**src/rtl/cfg_ldr_pkg.sv**
```systemverilog
`timescale 1ns/1ps
package cfg_ldr_pkg;

    typedef enum logic [2:0] {
        ST_IDLE,
        ST_POR,
        ST_WAIT_INIT,
        ST_FETCH,
        ST_SHIFT,
        ST_TRAIL,
        ST_TAIL
    } ldr_state_e;

    function automatic int ldr_max(input int a, input int b);
        return (a > b) ? a : b;
    endfunction

endpackage

```
**src/rtl/cfg_ldr_sync.sv**
```systemverilog
`timescale 1ns/1ps
module cfg_ldr_sync #(
    parameter int               WIDTH   = 2,
    parameter logic [WIDTH-1:0] RST_VAL = '0
) (
    input  logic             clk,
    input  logic             rst_n,
    input  logic [WIDTH-1:0] d_i,
    output logic [WIDTH-1:0] q_o
);

    logic [WIDTH-1:0] meta_q;
    logic [WIDTH-1:0] stab_q;

    for (genvar g = 0; g < WIDTH; g++) begin : g_bit
        always_ff @(posedge clk or negedge rst_n) begin
            if (!rst_n) begin
                meta_q[g] <= RST_VAL[g];
                stab_q[g] <= RST_VAL[g];
            end else begin
                meta_q[g] <= d_i[g];
                stab_q[g] <= meta_q[g];
            end
        end
    end

    assign q_o = stab_q;

endmodule

```
**src/rtl/cfg_ldr_clkgen.sv**
```systemverilog
`timescale 1ns/1ps
module cfg_ldr_clkgen #(
    parameter int HALF_DIV = 25
) (
    input  logic clk,
    input  logic rst_n,
    input  logic run_now,
    input  logic run_next,
    output logic cclk_o,
    output logic rise_o,
    output logic fall_o
);

    localparam int            CW   = $clog2(HALF_DIV + 1);
    localparam logic [CW-1:0] LAST = CW'(HALF_DIV - 1);

    logic [CW-1:0] cnt_d, cnt_q;
    logic          cclk_d, cclk_q;
    logic          turn;

    always_comb begin
        turn   = run_now && (cnt_q == LAST);
        cnt_d  = cnt_q;
        cclk_d = cclk_q;
        if (!run_next || !run_now) begin
            cnt_d  = '0;
            cclk_d = 1'b0;
        end else if (turn) begin
            cnt_d  = '0;
            cclk_d = ~cclk_q;
        end else begin
            cnt_d  = cnt_q + 1'b1;
        end
    end

    always_ff @(posedge clk or negedge rst_n) begin
        if (!rst_n) begin
            cnt_q  <= '0;
            cclk_q <= 1'b0;
        end else begin
            cnt_q  <= cnt_d;
            cclk_q <= cclk_d;
        end
    end

    assign cclk_o = cclk_q;
    assign rise_o = turn && !cclk_q;
    assign fall_o = turn && cclk_q;

    AST_HALF_STEADY: assert property (@(posedge clk) disable iff (!rst_n)
        (run_now && run_next && cnt_q != LAST) |=> $stable(cclk_q));

endmodule

```
**src/rtl/cfg_ldr.sv**
```systemverilog
`timescale 1ns/1ps
module cfg_ldr
    import cfg_ldr_pkg::*;
#(
    parameter int LEN_W        = 24,
    parameter int HALF_DIV     = 25,
    parameter int POR_CYCLES   = 5000000,
    parameter int INIT_TIMEOUT = 500000,
    parameter int DONE_TIMEOUT = 100000,
    parameter int TAIL_CYCLES  = 8
) (
    input  logic             clk,
    input  logic             rst_n,
    input  logic             start_i,
    input  logic [LEN_W-1:0] len_i,
    input  logic [7:0]       byte_i,
    input  logic             byte_valid_i,
    output logic             byte_ready_o,
    output logic             prog_b_o,
    output logic             cclk_o,
    output logic             din_o,
    input  logic             init_b_i,
    input  logic             done_i,
    output logic             busy_o,
    output logic             done_o,
    output logic             err_o
);

    localparam int CNT_MAX = ldr_max(ldr_max(POR_CYCLES, INIT_TIMEOUT),
                                     ldr_max(DONE_TIMEOUT, TAIL_CYCLES + 1));
    localparam int CNT_W   = $clog2(CNT_MAX + 1);
    localparam logic [CNT_W-1:0] POR_LAST  = CNT_W'(POR_CYCLES - 1);
    localparam logic [CNT_W-1:0] INIT_LAST = CNT_W'(INIT_TIMEOUT - 1);
    localparam logic [CNT_W-1:0] DONE_LIM  = CNT_W'(DONE_TIMEOUT);
    localparam logic [CNT_W-1:0] TAIL_LIM  = CNT_W'(TAIL_CYCLES);

    typedef struct packed {
        ldr_state_e       st;
        logic [CNT_W-1:0] cnt;
        logic [LEN_W-1:0] left;
        logic [7:0]       sreg;
        logic [2:0]       bitn;
        logic             din;
        logic             prog_b;
        logic             seen_low;
        logic             done;
        logic             err;
    } ctl_t;

    ctl_t c_d, c_q;
    logic fail;
    logic init_s, done_s;
    logic rise, fall;
    logic run_now, run_next;

    cfg_ldr_sync #(
        .WIDTH   (2),
        .RST_VAL (2'b01)
    ) u_sync (
        .clk   (clk),
        .rst_n (rst_n),
        .d_i   ({done_i, init_b_i}),
        .q_o   ({done_s, init_s})
    );

    assign run_now  = (c_q.st == ST_SHIFT) || (c_q.st == ST_TRAIL) || (c_q.st == ST_TAIL);
    assign run_next = (c_d.st == ST_SHIFT) || (c_d.st == ST_TRAIL) || (c_d.st == ST_TAIL);

    cfg_ldr_clkgen #(
        .HALF_DIV (HALF_DIV)
    ) u_clkgen (
        .clk      (clk),
        .rst_n    (rst_n),
        .run_now  (run_now),
        .run_next (run_next),
        .cclk_o   (cclk_o),
        .rise_o   (rise),
        .fall_o   (fall)
    );

    always_comb begin
        c_d  = c_q;
        fail = 1'b0;
        unique case (c_q.st)
            ST_IDLE: begin
                c_d.prog_b = 1'b1;
                c_d.din    = 1'b1;
                if (start_i) begin
                    c_d.done     = 1'b0;
                    c_d.err      = 1'b0;
                    c_d.left     = len_i;
                    c_d.cnt      = '0;
                    c_d.seen_low = 1'b0;
                    c_d.prog_b   = 1'b0;
                    c_d.st       = ST_POR;
                end
            end
            ST_POR: begin
                if (!init_s) c_d.seen_low = 1'b1;
                if (c_q.cnt == POR_LAST) begin
                    c_d.cnt    = '0;
                    c_d.prog_b = 1'b1;
                    c_d.st     = ST_WAIT_INIT;
                end else begin
                    c_d.cnt = c_q.cnt + 1'b1;
                end
            end
            ST_WAIT_INIT: begin
                if (!init_s) c_d.seen_low = 1'b1;
                if (c_q.seen_low && init_s) begin
                    c_d.cnt = '0;
                    if (c_q.left == '0) begin
                        c_d.din = 1'b1;
                        c_d.st  = ST_TRAIL;
                    end else begin
                        c_d.st  = ST_FETCH;
                    end
                end else if (c_q.cnt == INIT_LAST) begin
                    fail = 1'b1;
                end else begin
                    c_d.cnt = c_q.cnt + 1'b1;
                end
            end
            ST_FETCH: begin
                if (!init_s) begin
                    fail = 1'b1;
                end else if (byte_valid_i) begin
                    c_d.sreg = byte_i;
                    c_d.din  = byte_i[7];
                    c_d.bitn = '0;
                    c_d.st   = ST_SHIFT;
                end
            end
            ST_SHIFT: begin
                if (!init_s) begin
                    fail = 1'b1;
                end else if (fall) begin
                    if (c_q.bitn == 3'd7) begin
                        c_d.left = c_q.left - 1'b1;
                        if (c_q.left == LEN_W'(1)) begin
                            c_d.din = 1'b1;
                            c_d.cnt = '0;
                            c_d.st  = ST_TRAIL;
                        end else begin
                            c_d.st  = ST_FETCH;
                        end
                    end else begin
                        c_d.bitn = c_q.bitn + 1'b1;
                        c_d.din  = c_q.sreg[6];
                        c_d.sreg = {c_q.sreg[6:0], 1'b0};
                    end
                end
            end
            ST_TRAIL: begin
                if (!init_s) begin
                    fail = 1'b1;
                end else if (done_s) begin
                    c_d.cnt = rise ? CNT_W'(1) : '0;
                    c_d.st  = ST_TAIL;
                end else begin
                    if (rise) c_d.cnt = c_q.cnt + 1'b1;
                    if (fall && c_q.cnt >= DONE_LIM) fail = 1'b1;
                end
            end
            ST_TAIL: begin
                if (rise) c_d.cnt = c_q.cnt + 1'b1;
                if (fall && c_q.cnt == TAIL_LIM) begin
                    c_d.done = 1'b1;
                    c_d.cnt  = '0;
                    c_d.st   = ST_IDLE;
                end
            end
            default: c_d.st = ST_IDLE;
        endcase
        if (fail) begin
            c_d.st     = ST_IDLE;
            c_d.err    = 1'b1;
            c_d.prog_b = 1'b1;
            c_d.cnt    = '0;
        end
    end

    always_ff @(posedge clk or negedge rst_n) begin
        if (!rst_n) begin
            c_q.st       <= ST_IDLE;
            c_q.cnt      <= '0;
            c_q.left     <= '0;
            c_q.sreg     <= '0;
            c_q.bitn     <= '0;
            c_q.din      <= 1'b1;
            c_q.prog_b   <= 1'b1;
            c_q.seen_low <= 1'b0;
            c_q.done     <= 1'b0;
            c_q.err      <= 1'b0;
        end else begin
            c_q <= c_d;
        end
    end

    assign byte_ready_o = (c_q.st == ST_FETCH) && init_s;
    assign prog_b_o     = c_q.prog_b;
    assign din_o        = c_q.din;
    assign busy_o       = (c_q.st != ST_IDLE);
    assign done_o       = c_q.done;
    assign err_o        = c_q.err;

    AST_DIN_QUIET_HIGH: assert property (@(posedge clk) disable iff (!rst_n)
        cclk_o |-> $stable(din_o));
    AST_NO_CLK_IN_RESET: assert property (@(posedge clk) disable iff (!rst_n)
        !prog_b_o |-> !cclk_o);
    AST_NO_CLK_BEFORE_INIT: assert property (@(posedge clk) disable iff (!rst_n)
        (c_q.st == ST_POR || c_q.st == ST_WAIT_INIT) |-> !cclk_o);
    AST_READY_CLK_LOW: assert property (@(posedge clk) disable iff (!rst_n)
        byte_ready_o |-> (!cclk_o && prog_b_o));
    AST_TRAIL_DIN_HIGH: assert property (@(posedge clk) disable iff (!rst_n)
        (c_q.st == ST_TRAIL || c_q.st == ST_TAIL) |-> din_o);
    AST_FLAGS_EXCL: assert property (@(posedge clk) disable iff (!rst_n)
        !(done_o && err_o));
    AST_BUSY_NO_FLAGS: assert property (@(posedge clk) disable iff (!rst_n)
        busy_o |-> (!done_o && !err_o));
    AST_IDLE_CLK_LOW: assert property (@(posedge clk) disable iff (!rst_n)
        !busy_o |-> !cclk_o);

endmodule

```
**config.mk**
```make
export PLATFORM = sky130hd
export DESIGN_NAME = cfg_ldr
export DESIGN_NICKNAME = d
export VERILOG_FILES = /design/src/rtl/cfg_ldr_pkg.sv /design/src/rtl/cfg_ldr_sync.sv /design/src/rtl/cfg_ldr_clkgen.sv /design/src/rtl/cfg_ldr.sv
export SDC_FILE = /design/constraint.sdc
export NUM_CORES = 1
export LEC_CHECK = 0
export ABC_AREA = 1
export BUFFER_PORTS_ARGS = -buffer_cell sky130_fd_sc_hd__buf_2
export CAP_MARGIN = 30
export CORE_MARGIN = 4
export CORE_UTILIZATION = 50
export CTS_CLUSTER_SIZE = 40
export DETAILED_ROUTE_END_ITERATION = 8
export GPL_ROUTABILITY_DRIVEN = 0
export PLACE_DENSITY = 0.68
export SLEW_MARGIN = 30
export SYNTH_ARGS = -nofsm -noshare
export SYNTH_HDL_FRONTEND = slang
export SYNTH_SLANG_ARGS = --single-unit
```
**constraint.sdc**
```tcl
create_clock -name clk -period 4.1 [get_ports clk]
set_input_delay 0.82 -clock clk [delete_from_list [all_inputs] [get_ports clk]]
set_output_delay 0.82 -clock clk [all_outputs]
set_load 0.01 [all_outputs]
```
; After elaboration in Yosys (flattened, before gate mapping)
; Cells that the tools add are included.
; W data, S select, Z words.
[word_totals]
ff_bits = 75
in_bits = 38
out_inout_bits = 7
wordCells = 149
[classes]
n_addsub = 4
magnitude_cmp = 1
eq_ne = 35
mux = 54
n_bitwise = 1
n_reduce_logical = 38
[op_table]
columns = operator, n
row1 = $mux W23, 6
row2 = $pmux W23 S6, 1
row3 = $mux W62, 2
row4 = $mux W50, 2
row5 = $mux W26, 3
row6 = $pmux W24 S2, 1
row7 = $mux W11, 3
row8 = $eq A24 B1 Y1 const B, 1
row9 = $logic_not A24 Y1, 1
row10 = $sub A24 B1 Y24 const B, 1
row11 = $add A23 B1 Y23 const B, 1
row12 = $eq A23 B19 Y1 const B, 1
row13 = $eq A23 B23 Y1 const B, 1
row14 = $eq A23 B4 Y1 const B, 1
row15 = $ge A23 B17 Y1 const B, 1
row16 = $eq A3 B3 Y1 const B, 7
row17 = $mux W3, 7
row18 = $pmux W3 S7, 1
row19 = $pmux W10 S2, 1
row20 = $mux W1, 19
row21 = $reduce_and A8 Y1, 2
row22 = $ne A3 B2 Y1 const B, 5
row23 = $ne A2 B2 Y1 const B, 7
row24 = $reduce_bool A2 Y1, 7
row25 = other kinds (26), 51

; Logic depth before layout (Yosys ltp)
[depth]
depth_word = 17
mapped_depth = 13
ltp_nobuf = 13

; By module
; A second synthesis with hierarchy kept.
[unflattened]
cells_unflattened = 847
area_unflattened_um2 = 5520.3
[modules_own_cells]
columns = module, instances, cells_per_inst, area_each_um2, seq_area_each_um2
row1 = cfg_ldr, 1, 802, 5067.4, 1629.1
row2 = cfg_ldr_clkgen, 1, 41, 350.3, 150.1
row3 = cfg_ldr_sync, 1, 4, 102.6, 102.6

; Worst setup path before layout
; OpenSTA, ideal clock, no wires.
[synth_timing]
path_kind = flip-flop to flip-flop
start = register c_q[40] (netlist bit)
end = register c_q[47] (netlist bit)
t_arrival_ns = 1.781
required_ns = 3.983
slack_ns = 2.203
stages_incl_launch_ff = 13
path_buffers = 2
period_less_slack_ns = 1.897
path_cell_list = dfrtp_1 > ha_1 > nand2_1 > nor2_1 > nand2_1 > nor2_1 > nand3_1 > nand2_1 > a21oi_2 > buf_4 > buf_4 > nand2_1 > nand2_1
[synth_between]
elab_chain_cells = 8
[synth_lines]
columns = item, line_no
row1 = from (decl), cfg_ldr.sv:50  ; ctl_t c_d, c_q;
row2 = $ge A23 B17 Y1, cfg_ldr.sv:162  ; if (fall && c_q.cnt >= DONE_LIM) fail = 1'b1;
row3 = $logic_and A1 B1 Y1, cfg_ldr.sv:162
row4 = $mux W1, cfg_ldr.sv:162
row5 = $mux W1, cfg_ldr.sv:157  ; end else if (done_s) begin
row6 = $mux W1, cfg_ldr.sv:155  ; if (!init_s) begin
row7 = $pmux W1 S3, cfg_ldr.sv:84  ; unique case (c_q.st)
row8 = "$ne A4 B4 Y1 (no line), or another cell as far along", n/a
row9 = $reduce_and A8 Y1 (no line), n/a
; Parallel ways exist; a longest one is shown, timed or not. The select of a mux whose other input is x is not followed.
; A chain may end at the register's enable or synchronous reset.

; Worst setup path in the final report
[layout_timing]
start = register c_q[64] (netlist bit)
end = register c_q[22] (netlist bit)
[layout_between]
elab_chain_cells = 7
[layout_lines]
columns = item, line_no
row1 = $eq A3 B3 Y1 (on tied branches), "cfg_ldr.sv:66, cfg_ldr.sv:84"
row2 = $logic_or A1 B1 Y1 (2 in a row), cfg_ldr.sv:66  ; assign run_now = (c_q.st == ST_SHIFT) || (c_q.st == ST_TRAIL) || (c_q.st == ST_TAIL);
row3 = $logic_and A1 B1 Y1, cfg_ldr_clkgen.sv:22  ; turn = run_now && (cnt_q == LAST);
row4 = $logic_and A1 B1 Y1, cfg_ldr_clkgen.sv:48  ; assign fall_o = turn && cclk_q;
row5 = $ne A2 B2 Y1 (no line), n/a
row6 = $reduce_and A5 Y1 (no line), n/a
; Parallel ways exist; a longest one is shown, timed or not.

==> reports/results.tsv <==
metric	value	unit
die height	114	um
synthesized instance count	897	
fin crit share	0.6172	
final instance area	0.006211	mm^2
top-area cell type share of the netlist area	0.3163	
Flop pwr share	0.414	
combinational share of power	0.282	
pins over their slew limit	0	
Setup TNS	0	ns
worst slack at placement	1.573	ns
antenna viol nets, final	0	
GRT overflow	0	
Clock Latency Late Sink	0.35	ns
largest net degree at the start of global routing	76	
Placement Cell Area	0.005909	mm^2
layout cell share with drive strength beyond 1	0.09442	
kind of end point of the critical path	flop	
Port Buf Inserts	44	
cts hold-fix bufs	0	
hold path cells	0	
worst hold start	u_sync.meta_q[1]	
Max Buffers Root-to-Sink	2	
die area	0.01300	mm^2
run status	completed	
top cells by area, synth	dfrtp_1 (32%), nand2_1 (21%), nand3_1 (9.4%)	
final hold violations	0	
Total Wirelength	14.43	mm
Multi-input gate area	0.003277	mm^2
CP max FO	36	
Power Density	427.6	mW/mm^2
P_int	1.672	mW
drt wl/cell	13.46	um
WHS Endpoint	u_sync.q_o[1]	
postcts setup bufs	0	
initial antenna violation count	0	
LEAKAGE	3.198	nW
fin crit period	2.530	ns
Detailed Place HPWL	10.48	mm
core area	0.01094	mm^2
vias per cell	5.337	
FP Rows	38	
CTS tree	built	
Synth area leader	dfrtp_1	
Switching Share	0.3704	
Setup CP Type	reg -> reg	
Layout area overhead	10.56	%
FF+latch area	0.001882	mm^2
fill cell count	1097	
Final WS setup	1.570	ns
Clock Tree Root	clkbuf_16	
mapped cell area	0.005618	mm^2
Worst-path clk slew	0.06	ns
# setup viols final	0	
Initial Util	0.5137	
CP arrival	2.75	ns
CTS-repair resized insts	0	
Worst R2R Setup Slack	1.57	ns
DR iter-0 viols	423	
net switching power	0.9837	mW
vias in the first global route	5381	
max-cap violations	0	
R2R depth	8	
H-Tree Depth	3	
clock power share	0.304	
GRT Util Overall	0.2313	
mean post-synth cell area	6.263	um^2
Peak supply drop	346.7	uV
number of primary I/O pins	45	
post-layout total power	2.656	mW
unrepaired setup endpoints after global routing	false	
die width	114	um
Via Count	5721	
total clock buffers created by CTS	9	
synth unique cells	36	
nets	974	
Warnings, synthesis	0	
worst flop-to-flop path endpoint	c_q[22]	
Reg-to-Reg Start	c_q[64]	
register bit total from synthesis	75	
most frequent cells in the layout	nand2_1 (313), nor2_1 (123), nand3_1 (106)	
Sink Count	75	
max_slew headroom	0.4363	
n_diodes	0	
Post-route DRC	0	
worst slew pin tran	0.8435	ns
syn_nets	944	
1st-pass router iterations	5	
clock skew	0.006936	ns
first-pass GRT wire length	24.71	mm
Setup crit start kind	flop	
Hold Path Class	reg -> reg	
Fmax	0.3952	GHz
Worst Path Required	4.32	ns
register area share after synthesis	0.3350	
commonest non-fill, non-tap cell in the layout	nand2_1	
[per-layer routing]
layer	vias up	routed length, um	global-route usage
met2	166	6745	0.3731
met4	0	343	0.09422
li1	2925	-	-
met5	-	0	0
met3	35	736	0.04775
met1	2595	6606	0.3033
[registers in the layout, indices dropped and copies added (netlist names)]
name             count
c_q                 61
u_clkgen.cnt_q       5
u_sync.meta_q        2
u_sync.q_o           2
din_o                1
done_o               1
err_o                1
prog_b_o             1
u_clkgen.cclk_o      1
[through the flow]
step,std cells,util,hold slack [ns]
6_report,1072,0.5680,0.3535
2_1_floorplan,897,-,0.3312
4_1_cts,1072,0.5676,0.3560
3_5_place_dp,1056,0.5404,0.3434
5_1_grt,1072,0.5680,0.3628
3_3_place_gp,1056,0.5404,0.3341
[critical path, stage by stage (launching register included)]
cell and delay [ns]:
dfrtp_1 0.46, nor2_1 0.19, nand2_1 0.28, inv_1 0.33, nand2_1 0.14, nand2_2 0.52
inv_2 0.27, nor2_1 0.15, a21oi_1 0.06
[power groups by stage]
| stage | sequential, mW | clock (mW) | combinational (mW) |
|---|---|---|---|
| CTS | 1.10 | 0.824 | 0.753 |
| finish | 1.10 | 0.808 | 0.749 |
| detailed placement | 1.11 | 0 | 0.746 |
| global placement | 1.10 | 0 | 0.724 |
| global route | 1.13 | 0.867 | 0.872 |
| floorplan | 1.05 | 0 | 0.593 |
[synth_stat cells]
master / instances
clkbuf_1: 9
nand2_2: 2
a31oi_1: 2
a22oi_1: 11
nand3_2: 3
nand3_1: 106
nand3b_1: 1
or2_2: 5
and3_1: 1
nor2_4: 2
o211ai_1: 1
or2_0: 1
nor3_1: 7
nor2_1: 123
clkbuf_2: 1
a21oi_2: 1
dfrtp_1: 71
nand2_1: 313
a21oi_4: 1
xnor2_1: 3
nor3b_1: 2
ha_1: 9
o21ai_2: 1
o21ai_1: 2
buf_2: 15
inv_1: 79
and2_1: 1
nand2_4: 1
buf_4: 4
dfstp_2: 4
xor2_1: 21
inv_2: 7
o21ai_0: 28
nor4_1: 1
nand4_1: 10
a21oi_1: 48
[worst max-delay path by stage]
stage | end | cells past startpoint | from
2_1_floorplan | c_q[47] | 12 | c_q[40]
6_report | c_q[22] | 8 | c_q[64]
4_1_cts | c_q[23] | 8 | c_q[64]
3_5_place_dp | c_q[23] | 8 | c_q[64]
3_3_place_gp | c_q[18] | 9 | start_i
5_1_grt | c_q[31] | 8 | c_q[64]
[cell type report]
type | count | area share
clock inverters | 3 | 0.007655
inverters | 86 | 0.05197
multi-input cells | 707 | 0.5276
well taps | 140 | 0.02820
clock buffers | 13 | 0.04029
flip-flops and latches | 75 | 0.3030
repair buffers | 48 | 0.04130
[cell families (layout without fill, tap and decap cells)]
family / Yosys count / in the layout / share of synthesized area
simple gates: 579 / 579 / 0.4307
flops: 75 / 75 / 0.3350
xor+xnor: 24 / 24 / 0.03742
buf+inv: 115 / 150 / 0.08307
fa+ha+maj: 9 / 9 / 0.02004
compound gates: 95 / 95 / 0.09376
Power figures use the tool's default switching activity.
